File: src/rtl/sdr_pkg.sv
package sdr_pkg;

  // next sequence tag, wrapping at a power-of-two modulus
  function automatic logic [31:0] tag_next(logic [31:0] cur, int unsigned modulus);
    return (cur + 32'd1) & (modulus - 32'd1);
  endfunction

  // per-engine load update; a return at zero load leaves it at zero
  function automatic logic [31:0] load_step(logic [31:0] cur, logic add, logic sub);
    logic [31:0] n;
    n = cur;
    if (add) n = n + 32'd1;
    if (sub && (cur != 32'd0)) n = n - 32'd1;
    return n;
  endfunction

  // count of items held between dispatch and output release
  function automatic logic [31:0] occ_step(logic [31:0] cur, logic add, logic sub);
    return cur + {31'd0, add} - {31'd0, sub};
  endfunction

endpackage

File: src/rtl/sdr_pick.sv
module sdr_pick #(
  parameter int NUM_ENG = 4,
  parameter int CW = 5,
  localparam int SELW = (NUM_ENG > 1) ? $clog2(NUM_ENG) : 1
) (
  input  logic [NUM_ENG*CW-1:0] loads,
  output logic [SELW-1:0]       sel
);

  logic [CW-1:0] best;

  // strict less-than keeps the lowest index on ties
  always_comb begin
    sel  = '0;
    best = loads[CW-1:0];
    for (int e = 1; e < NUM_ENG; e++) begin
      if (loads[e*CW +: CW] < best) begin
        best = loads[e*CW +: CW];
        sel  = SELW'(e);
      end
    end
  end

endmodule

File: src/rtl/sdr_dispatch.sv
module sdr_dispatch #(
  parameter int NUM_ENG = 4,
  parameter int DEPTH = 16,
  parameter int DW = 16,
  localparam int TAGW = $clog2(DEPTH),
  localparam int CW = TAGW + 1,
  localparam int SELW = (NUM_ENG > 1) ? $clog2(NUM_ENG) : 1
) (
  input  logic                    clk,
  input  logic                    rst_n,
  input  logic                    in_valid,
  output logic                    in_ready,
  input  logic [DW-1:0]           in_data,
  output logic [NUM_ENG-1:0]      eng_req_valid,
  input  logic [NUM_ENG-1:0]      eng_req_ready,
  output logic [NUM_ENG*DW-1:0]   eng_req_data,
  output logic [NUM_ENG*TAGW-1:0] eng_req_tag,
  input  logic [NUM_ENG-1:0]      rsp_fire,
  input  logic                    out_fire,
  output logic                    disp_fire,
  output logic [TAGW-1:0]         disp_tag
);

  logic [NUM_ENG*CW-1:0] loads;
  logic [SELW-1:0]       sel;
  logic [CW-1:0]         inflight;
  logic [TAGW-1:0]       tag_q;
  logic                  room;

  sdr_pick #(.NUM_ENG(NUM_ENG), .CW(CW)) u_pick (
    .loads (loads),
    .sel   (sel)
  );

  assign room      = (inflight != CW'(DEPTH));
  assign in_ready  = room && eng_req_ready[sel];
  assign disp_fire = in_valid && in_ready;
  assign disp_tag  = tag_q;

  generate
    for (genvar e = 0; e < NUM_ENG; e++) begin : g_eng
      logic [CW-1:0] cnt;
      logic          take;

      assign eng_req_valid[e]             = in_valid && room && (sel == SELW'(e));
      assign eng_req_data[e*DW +: DW]     = in_data;
      assign eng_req_tag[e*TAGW +: TAGW]  = tag_q;
      assign take                         = eng_req_valid[e] && eng_req_ready[e];
      assign loads[e*CW +: CW]            = cnt;

      always_ff @(posedge clk) begin
        if (!rst_n) cnt <= '0;
        else        cnt <= CW'(sdr_pkg::load_step(32'(cnt), take, rsp_fire[e]));
      end

      // the engine that received the item had no larger load than this one
      assert_least_loaded_R3: assert property (@(posedge clk) disable iff (!rst_n)
        disp_fire |-> (loads[sel*CW +: CW] <= cnt));
    end
  endgenerate

  always_ff @(posedge clk) begin
    if (!rst_n) begin
      inflight <= '0;
      tag_q    <= '0;
    end else begin
      inflight <= CW'(sdr_pkg::occ_step(32'(inflight), disp_fire, out_fire));
      if (disp_fire) tag_q <= TAGW'(sdr_pkg::tag_next(32'(tag_q), DEPTH));
    end
  end

  assert_inflight_cap_R5: assert property (@(posedge clk) disable iff (!rst_n)
    inflight <= CW'(DEPTH));

  assert_single_offer_R4: assert property (@(posedge clk) disable iff (!rst_n)
    $onehot0(eng_req_valid));

  assert_tag_steps_R2: assert property (@(posedge clk) disable iff (!rst_n)
    disp_fire |=> (tag_q == TAGW'($past(tag_q) + 1'b1)));

endmodule

File: src/rtl/sdr_reorder.sv
module sdr_reorder #(
  parameter int NUM_ENG = 4,
  parameter int DEPTH = 16,
  parameter int DW = 16,
  localparam int TAGW = $clog2(DEPTH)
) (
  input  logic                    clk,
  input  logic                    rst_n,
  input  logic [NUM_ENG-1:0]      rsp_valid,
  input  logic [NUM_ENG*DW-1:0]   rsp_data,
  input  logic [NUM_ENG*TAGW-1:0] rsp_tag,
  input  logic                    disp_fire,
  input  logic [TAGW-1:0]         disp_tag,
  output logic                    out_valid,
  input  logic                    out_ready,
  output logic [DW-1:0]           out_data,
  output logic [TAGW-1:0]         out_tag,
  output logic                    out_fire,
  output logic                    dup_err
);

  logic [DEPTH-1:0]         vld;
  logic [DEPTH-1:0][DW-1:0] mem;
  logic [TAGW-1:0]          head;
  logic [DEPTH-1:0]         set_slot;
  logic [DEPTH-1:0]         clash_slot;
  logic [DEPTH-1:0][DW-1:0] wdata;

  // per slot: count matching returns; the lowest engine index supplies data
  always_comb begin
    for (int s = 0; s < DEPTH; s++) begin
      int hits;
      hits          = 0;
      wdata[s]      = '0;
      for (int e = NUM_ENG - 1; e >= 0; e--) begin
        if (rsp_valid[e] && (rsp_tag[e*TAGW +: TAGW] == TAGW'(s))) begin
          hits     = hits + 1;
          wdata[s] = rsp_data[e*DW +: DW];
        end
      end
      set_slot[s]   = (hits != 0) && !vld[s];
      clash_slot[s] = (hits > 1) || ((hits != 0) && vld[s]);
    end
  end

  assign dup_err   = |clash_slot;
  assign out_valid = vld[head];
  assign out_data  = mem[head];
  assign out_tag   = head;
  assign out_fire  = out_valid && out_ready;

  always_ff @(posedge clk) begin
    if (!rst_n) begin
      vld  <= '0;
      head <= '0;
    end else begin
      for (int s = 0; s < DEPTH; s++) begin
        if (set_slot[s])                             vld[s] <= 1'b1;
        else if (out_fire && (head == TAGW'(s)))     vld[s] <= 1'b0;
      end
      if (out_fire) head <= TAGW'(sdr_pkg::tag_next(32'(head), DEPTH));
    end
  end

  always_ff @(posedge clk) begin
    for (int s = 0; s < DEPTH; s++) begin
      if (set_slot[s]) mem[s] <= wdata[s];
    end
  end

  // a newly issued tag never lands on a slot still holding a result
  assert_slot_free_R5: assert property (@(posedge clk) disable iff (!rst_n)
    disp_fire |-> !vld[disp_tag]);

  assert_hold_head_R7: assert property (@(posedge clk) disable iff (!rst_n)
    (out_valid && !out_ready) |=> (out_valid && $stable(out_data) && $stable(out_tag)));

  assert_head_moves_R6: assert property (@(posedge clk) disable iff (!rst_n)
    !out_fire |=> $stable(head));

endmodule

File: src/rtl/seq_dispatch_reorder.sv
module seq_dispatch_reorder #(
  parameter int NUM_ENG = 4,
  parameter int DEPTH = 16,
  parameter int DW = 16,
  localparam int TAGW = $clog2(DEPTH)
) (
  input  logic                    clk,
  input  logic                    rst_n,
  input  logic                    in_valid,
  output logic                    in_ready,
  input  logic [DW-1:0]           in_data,
  output logic [NUM_ENG-1:0]      eng_req_valid,
  input  logic [NUM_ENG-1:0]      eng_req_ready,
  output logic [NUM_ENG*DW-1:0]   eng_req_data,
  output logic [NUM_ENG*TAGW-1:0] eng_req_tag,
  input  logic [NUM_ENG-1:0]      eng_rsp_valid,
  output logic [NUM_ENG-1:0]      eng_rsp_ready,
  input  logic [NUM_ENG*DW-1:0]   eng_rsp_data,
  input  logic [NUM_ENG*TAGW-1:0] eng_rsp_tag,
  output logic                    out_valid,
  input  logic                    out_ready,
  output logic [DW-1:0]           out_data,
  output logic [TAGW-1:0]         out_tag,
  output logic                    dup_err
);

  logic [NUM_ENG-1:0] rsp_fire;
  logic               out_fire;
  logic               disp_fire;
  logic [TAGW-1:0]    disp_tag;

  // every slot is reserved at dispatch, so returns never need to wait
  assign eng_rsp_ready = {NUM_ENG{1'b1}};
  assign rsp_fire      = eng_rsp_valid & eng_rsp_ready;

  sdr_dispatch #(.NUM_ENG(NUM_ENG), .DEPTH(DEPTH), .DW(DW)) u_disp (
    .clk           (clk),
    .rst_n         (rst_n),
    .in_valid      (in_valid),
    .in_ready      (in_ready),
    .in_data       (in_data),
    .eng_req_valid (eng_req_valid),
    .eng_req_ready (eng_req_ready),
    .eng_req_data  (eng_req_data),
    .eng_req_tag   (eng_req_tag),
    .rsp_fire      (rsp_fire),
    .out_fire      (out_fire),
    .disp_fire     (disp_fire),
    .disp_tag      (disp_tag)
  );

  sdr_reorder #(.NUM_ENG(NUM_ENG), .DEPTH(DEPTH), .DW(DW)) u_rob (
    .clk       (clk),
    .rst_n     (rst_n),
    .rsp_valid (rsp_fire),
    .rsp_data  (eng_rsp_data),
    .rsp_tag   (eng_rsp_tag),
    .disp_fire (disp_fire),
    .disp_tag  (disp_tag),
    .out_valid (out_valid),
    .out_ready (out_ready),
    .out_data  (out_data),
    .out_tag   (out_tag),
    .out_fire  (out_fire),
    .dup_err   (dup_err)
  );

  assert_rsp_taken_R9: assert property (@(posedge clk) disable iff (!rst_n)
    (eng_rsp_valid & ~eng_rsp_ready) == '0);

endmodule

File: config.mk
export PLATFORM = sky130hd
export DESIGN_NAME = seq_dispatch_reorder
export DESIGN_NICKNAME = d
export VERILOG_FILES = /design/src/rtl/sdr_pkg.sv /design/src/rtl/sdr_pick.sv /design/src/rtl/sdr_dispatch.sv /design/src/rtl/sdr_reorder.sv /design/src/rtl/seq_dispatch_reorder.sv
export SDC_FILE = /design/constraint.sdc
export NUM_CORES = 1
export LEC_CHECK = 0
export BUFFER_PORTS_ARGS = -buffer_cell sky130_fd_sc_hd__buf_4
export CORE_MARGIN = 8
export CORE_UTILIZATION = 51
export CTS_CLUSTER_DIAMETER = 30
export CTS_CLUSTER_SIZE = 16
export DETAILED_ROUTE_END_ITERATION = 8
export GPL_ROUTABILITY_DRIVEN = 1
export HOLD_SLACK_MARGIN = 0.06
export PLACE_DENSITY = 0.77
export SLEW_MARGIN = 10
export SYNTH_ARGS = -nofsm -noshare
export SYNTH_HDL_FRONTEND = slang
export SYNTH_HIERARCHICAL = 1
export SYNTH_SLANG_ARGS = --single-unit
File: constraint.sdc
create_clock -name clk -period 14.4 [get_ports clk]
set_input_delay 0.72 -clock clk [delete_from_list [all_inputs] [get_ports clk]]
set_output_delay 0.72 -clock clk [all_outputs]
set_load 0.01 [all_outputs]
# Word-level counts from Yosys, hierarchy flattened
# Cells that the tools add are included.
# word_totals
register_bits	305
input_bits	108
out_inout_bits	111
elab_cells	585
# op_classes
addsub	60
magnitude_cmp	21
eq_ne	79
n_mux	183
reduce_logical	203
# ops
op	n
two-way mux 32 bit	48
two-way mux 16 bit	65
adder 32 x 2 -> 32 bit (second input constant)	32
greater-than comparator 32 x 2 -> 1 bit (second input constant)	16
nonzero test 32 bit	16
== test 4 bit (second input constant)	40
logical AND 1 bit	128
== test 4 x 3 -> 1 bit (second input constant)	20
two-way mux 5 bit	14
binary-select mux 16 bit (select 4 bit)	1
two-way mux 1 bit	51
== test 4 x 2 -> 1 bit (second input constant)	10
adder 1 x 1 -> 2 bit (second input constant)	16
nonzero test 2 bit	16
adder 5 x 1 -> 5 bit (second input constant)	4
== test 4 x 1 -> 1 bit (second input constant)	5
logical NOT 4 bit	5
nonzero test 5 bit	4
subtractor 5 x 1 -> 5 bit (second input constant)	4
logical NOT 1 bit	16
logical OR 1 bit	16
OR reduction 16 bit	1
< comparator 5 bit	3
adder 4 x 1 -> 4 bit (second input constant)	2
other kinds (11)	13

# Depth between registers and ports, before layout
# logic_depth
word_depth	13
ltp_mapped	29
ltp_nobuf	27

# Hierarchy
# The synthesis kept the hierarchy.
# modules_own_cells
module	n_inst	cells_per_inst	area_each_um2	seq_area_each_um2
sdr_reorder	1	2424	21225.4	8087.8
sdr_dispatch	1	321	2721.4	580.6
sdr_pick	1	64	535.5	0.0
seq_dispatch_reorder	1	5	33.8	0.0

# Least setup slack after synthesis
# No wires, ideal clock.
# synth_timing
path_type	register to register
from	register u_disp.g_eng[0].cnt[2]
to	register u_disp.inflight[4]
setup_ns	0.070
t_arrival_ns	5.871
required_time_ns	14.330
setup_slack_ns	8.458
stages_incl_launch_ff	30
n_path_buf	2
period_less_slack_ns	5.942
path_cell_list	dfxtp_1 inv_1 ha_1 a21oi_2 o21ai_1 a31oi_4 mux2i_1 ha_1 a211oi_2 nor2_1 or3b_4 o21ai_4 mux2_4 ha_1 a21o_1 a21o_1 a21oi_1 a32o_1 buf_4 mux4_2 and3_1 buf_2 ha_1 inv_1 fa_1 inv_1 a21oi_1 nor2_1 or3_1 a21oi_1
# synth_via
elab_chain_cells	12
elab_cells_between_ends	14
cone_classes	add/sub: 2; order compare: 3; mux: 7; reduce/logical: 2
# synth_lines
item	line_no	text
start, declared	sdr_dispatch.sv:42	logic [CW-1:0] cnt;
start signal, assigned	sdr_dispatch.sv:53	else cnt <= CW'(sdr_pkg::load_step(32'(cnt), take, rsp_fire[e]));
< comparator 5 bit	sdr_pick.sv:17	if (loads[e*CW +: CW] < best) begin
two-way mux 5 bit	sdr_pick.sv:17	
< comparator 5 bit	sdr_pick.sv:17	
two-way mux 5 bit	sdr_pick.sv:17	
< comparator 5 bit	sdr_pick.sv:17	
two-way mux 2 bit *	sdr_pick.sv:17	
via u_disp.sel[0]	sdr_dispatch.sv:25	logic [SELW-1:0] sel;
binary-select mux 1 bit (select 2 bit) *	sdr_dispatch.sv:36	assign in_ready = room && eng_req_ready[sel];
two-way mux 1 bit (not written as such) *	sdr_dispatch.sv:36	
logical AND 1 bit *	sdr_dispatch.sv:36	
logical AND 1 bit *	sdr_dispatch.sv:37	assign disp_fire = in_valid && in_ready;
via disp_fire	seq_dispatch_reorder.sv:29	logic disp_fire;
adder 5 x 1 -> 5 bit *	sdr_pkg.sv:19	return cur + {31'd0, add} - {31'd0, sub};
subtractor 5 x 1 -> 5 bit *	sdr_pkg.sv:19	
end signal, assigned	sdr_dispatch.sv:67	inflight <= CW'(sdr_pkg::occ_step(32'(inflight), disp_fire, out_fire));
end, declared	sdr_dispatch.sv:26	logic [CW-1:0] inflight;
# The timed path passes the listed nets; every way through them passes the cells marked *. The select of a mux whose other input is x is not followed.
# A chain may end at the register's enable or synchronous reset.

# Worst setup path in the final report
# layout_timing
from	register u_disp.g_eng[0].cnt[2]
to	register u_disp.g_eng[0].cnt[4]
# layout_via
elab_chain_cells	13
elab_cells_between_ends	18
cone_classes	add/sub: 2; order compare: 3; mux: 8; reduce/logical: 5
# layout_lines
item	line_no	text
< comparator 5 bit	sdr_pick.sv:17	
two-way mux 5 bit	sdr_pick.sv:17	
< comparator 5 bit	sdr_pick.sv:17	
two-way mux 5 bit	sdr_pick.sv:17	
< comparator 5 bit	sdr_pick.sv:17	
two-way mux 2 bit *	sdr_pick.sv:17	
via u_disp.sel[0]	sdr_dispatch.sv:25	
logical NOT 2 bit *	sdr_dispatch.sv:45	assign eng_req_valid[e] = in_valid && room && (sel == SELW'(e));
logical AND 1 bit *	sdr_dispatch.sv:45	
logical AND 1 bit *	sdr_dispatch.sv:48	assign take = eng_req_valid[e] && eng_req_ready[e];
two-way mux 5 bit *	sdr_pkg.sv:12	if (add) n = n + 32'd1;
two-way mux 5 bit *	sdr_dispatch.sv:52	if (!rst_n) cnt <= '0;
subtractor 5 x 1 -> 5 bit	sdr_pkg.sv:13	if (sub && (cur != 32'd0)) n = n - 32'd1;
two-way mux 5 bit *	sdr_pkg.sv:13	
# Marks and branches as above.

==> results.yml <==
critical_path:
  critPathLaunchType: "register"
  cpMostUsedCell: "ha_1"
  critical_path_class: "register to register"
  crit_arrival_ns: 7.21
  endpoint_kind: "register"
  path_max_fanout: 10
  required_ns: 14.88
  slowest_delay_ns: 0.56
  cp_slowest_cell: "or4_1"
place:
  port_buffers: 134
  hpwlAfterDp_mm: 59.4
  gp_congestion: 1.03
synthesis:
  synth_area_leaders: "edfxtp_1, mux4_2, nand2_1, nor2_1, ha_1"
  synth_top_area_frac: 0.314
  yosys.area.top_type: "edfxtp_1"
  synth_common_cells: "nand2_1, nor2_1, edfxtp_1"
  synth_area_per_cell_um2: 8.71
  syn_inst: 2814
  synth-async-reset-ratio: 0
  yosysMostFrequentCell: "nand2_1"
  synthFlopType: "edfxtp_1"
  ys_seq_area_frac: 0.354
  synth_cell_types: 95
  synth_top_family_by_area: "compound AO/OA/AOI/OAI gates"
  synth-adder-area-share: 0.0462
  synth_mux_area_frac: 0.0889
  synth_xor_area_frac: 0.0186
  synth-simple-area-share: 0.165
  synth.ff_latch_count: 305
  synth-edff-count: 256
  synth_area_um2: 24500
  synth_compound_area_frac: 0.237
  yosysWarningCount: 6
sta:
  tightest_slew_ns: 1.40
  rsz0062_at_grt: "false"
  period_needed_ns: 6.73
  max_freq_ghz: 0.149
  relSlewSlack: 0.0630
  fin_skew_ns: 0.0241
  tns_ns: 0
  final_hold_viol_count: 0
  finalSetupViolCount: 0
  holdWs_ns: 0.505
  slew_viol_final: 0
  period_share: 0.468
detailed_routing:
  wl_per_cell_um: 26.1
  vias_per_cell: 6.95
  routed_wl_mm: 87.8
  first_pass_iters: 9
  ant_nets: 0
  top_layer: "met4"
  dr_wl_met3_mm: 11.7
  vias: 23400
  met2WireLength_mm: 39.6
  drt_iter0_markers: 3961
  drc: 2
  met1_length_mm: 30.7
clock_tree:
  clock_latency_ns: 0.60
  clock_sinks: 305
  h-tree-depth: 3
  cts_hold_buf: 0
  root_buffer: "clkbuf_16"
  postCtsSetupRepairBufs: 0
  clock_path_buffers: 3
  cts_resized: 0
  clk_pin_slew_ns: 0.05
  cts_made_buffers: 72
  cts_tree: "yes"
floorplanning:
  fp.dieW_um: 235
  start_util: 0.515
  num_io_pins: 219
  die_y_um: 235
  core-area_um2: 47600
  rows: 80
  die-area_um2: 55300
hold_path:
  hold_class: "register to register"
power:
  ir_drop_mv: 0.140
  power.density_nw_per_um2: 143
  p_leak_nw: 9.90
flow_run:
  maxCapViolations: 0
layout:
  drive_above_1_share: 0.179
  nNetsFinal: 2891
  syn_to_final_growth_pct: 12.4
global_route:
  grt_pass1_wl_mm: 133
  grt_antenna_before_repair: 1
  grt_start_max_net_pins: 65
  track_usage: 0.303
  first_global_vias: 22900
  grt_overflow: 0
status:
  violations: "design-rule violations"
  run_status: "complete, but fails checks"
-- path summary, 6_finish.rpt --
path	startpoint	endpoint	slack [ns]	depth (start not counted)
worst max-delay path	u_disp/g_eng[0].cnt[2]	u_disp/g_eng[0].cnt[4]	7.67	26
worst min register to register	u_rob/vld[1]	u_rob/vld[1]	0.51	1
worst max register to register	u_disp/g_eng[0].cnt[2]	u_disp/g_eng[0].cnt[4]	7.67	26
worst min-delay path	u_rob/vld[1]	u_rob/vld[1]	0.51	1
-- report_power, final --
part | total (mW) | switching [mW] | internal [mW]
Combinational | 1.17 | 0.662 | 0.508
Clock | 1.67 | 0.543 | 1.12
Sequential | 1.10 | 0.0670 | 1.03
-- worst max-delay path: cells and delay by family (launching register included) --
kind	cells	cell delay, ns
buf+inv	3	0.20
flops	1	0.44
compound gates	10	2.11
simple gates	6	1.75
fa+ha+maj	4	1.11
mux	3	1.02
-- per-layer routing --
metal,track usage,vias to the layer above
li1,-,10100
met1,0.369,10800
met2,0.477,2071
met3,0.0754,443
met4,0.194,0
met5,0,-
-- flip-flops by register name, indices dropped and copies added, names as in the netlist --
register and cells:
u_rob/out_tag 4, u_disp/inflight 5, u_rob/vld 16, u_disp/g_eng.cnt 20, u_disp/disp_tag 4, u_rob/mem 256
-- layout by cell type, fill, tap and decap left out, drive strengths merged, types with 10 or more instances in the layout --
master / Yosys / layout
nor3: 30 / 30
inv: 91 / 98
nand3: 37 / 37
clkinv: 1 / 23
nor2: 330 / 330
a221o: 16 / 16
clkbuf: 234 / 82
xor2: 21 / 21
dfxtp: 49 / 49
nand2b: 10 / 10
a21oi: 154 / 154
a211oi: 16 / 16
a22oi: 146 / 146
mux2i: 16 / 16
nor2b: 18 / 18
a31oi: 21 / 21
xnor2: 31 / 31
nand2: 370 / 370
bufinv: 0 / 10
o21ai: 239 / 239
a221oi: 101 / 101
buf: 165 / 201
ha: 89 / 89
nand4: 15 / 15
o31ai: 108 / 108
and2: 11 / 11
or2: 11 / 11
mux4: 86 / 86
and3: 12 / 12
edfxtp: 256 / 256
-- cell families (layout without fill, tap and decap cells) --
group | Yosys count | after routing
buf+inv | 491 | 422
other cells | 1 | 5
fa+ha+maj | 90 | 90
simple gates | 900 | 900
xor+xnor | 52 | 52
flops | 305 | 305
mux | 108 | 108
compound gates | 867 | 867
-- per-stage QoR --
step	power [mW]	setup slack, ns	area [µm²]	util	instances
after floorplan	2.01	8.46	24500	-	2817
after global placement	2.20	7.92	25000	0.526	3234
after detailed placement	2.26	7.74	25000	0.526	3234
after CTS	3.92	7.71	27500	0.578	3363
after global routing	4.08	7.36	27500	0.578	3364
final	3.93	7.67	27500	0.578	3364
-- final cells by class --
type | count | area (µm²)
multi-input combinational | 2021 | 13800
antenna | 1 | 2.50
fill | 4040 | 20100
sequential | 305 | 8680
clock buffer | 82 | 1880
inverter | 92 | 345
timing repair buffer | 201 | 1510
clock inverter | 47 | 604
tap | 615 | 769
Note: power is estimated with default switching activity, not from simulation.
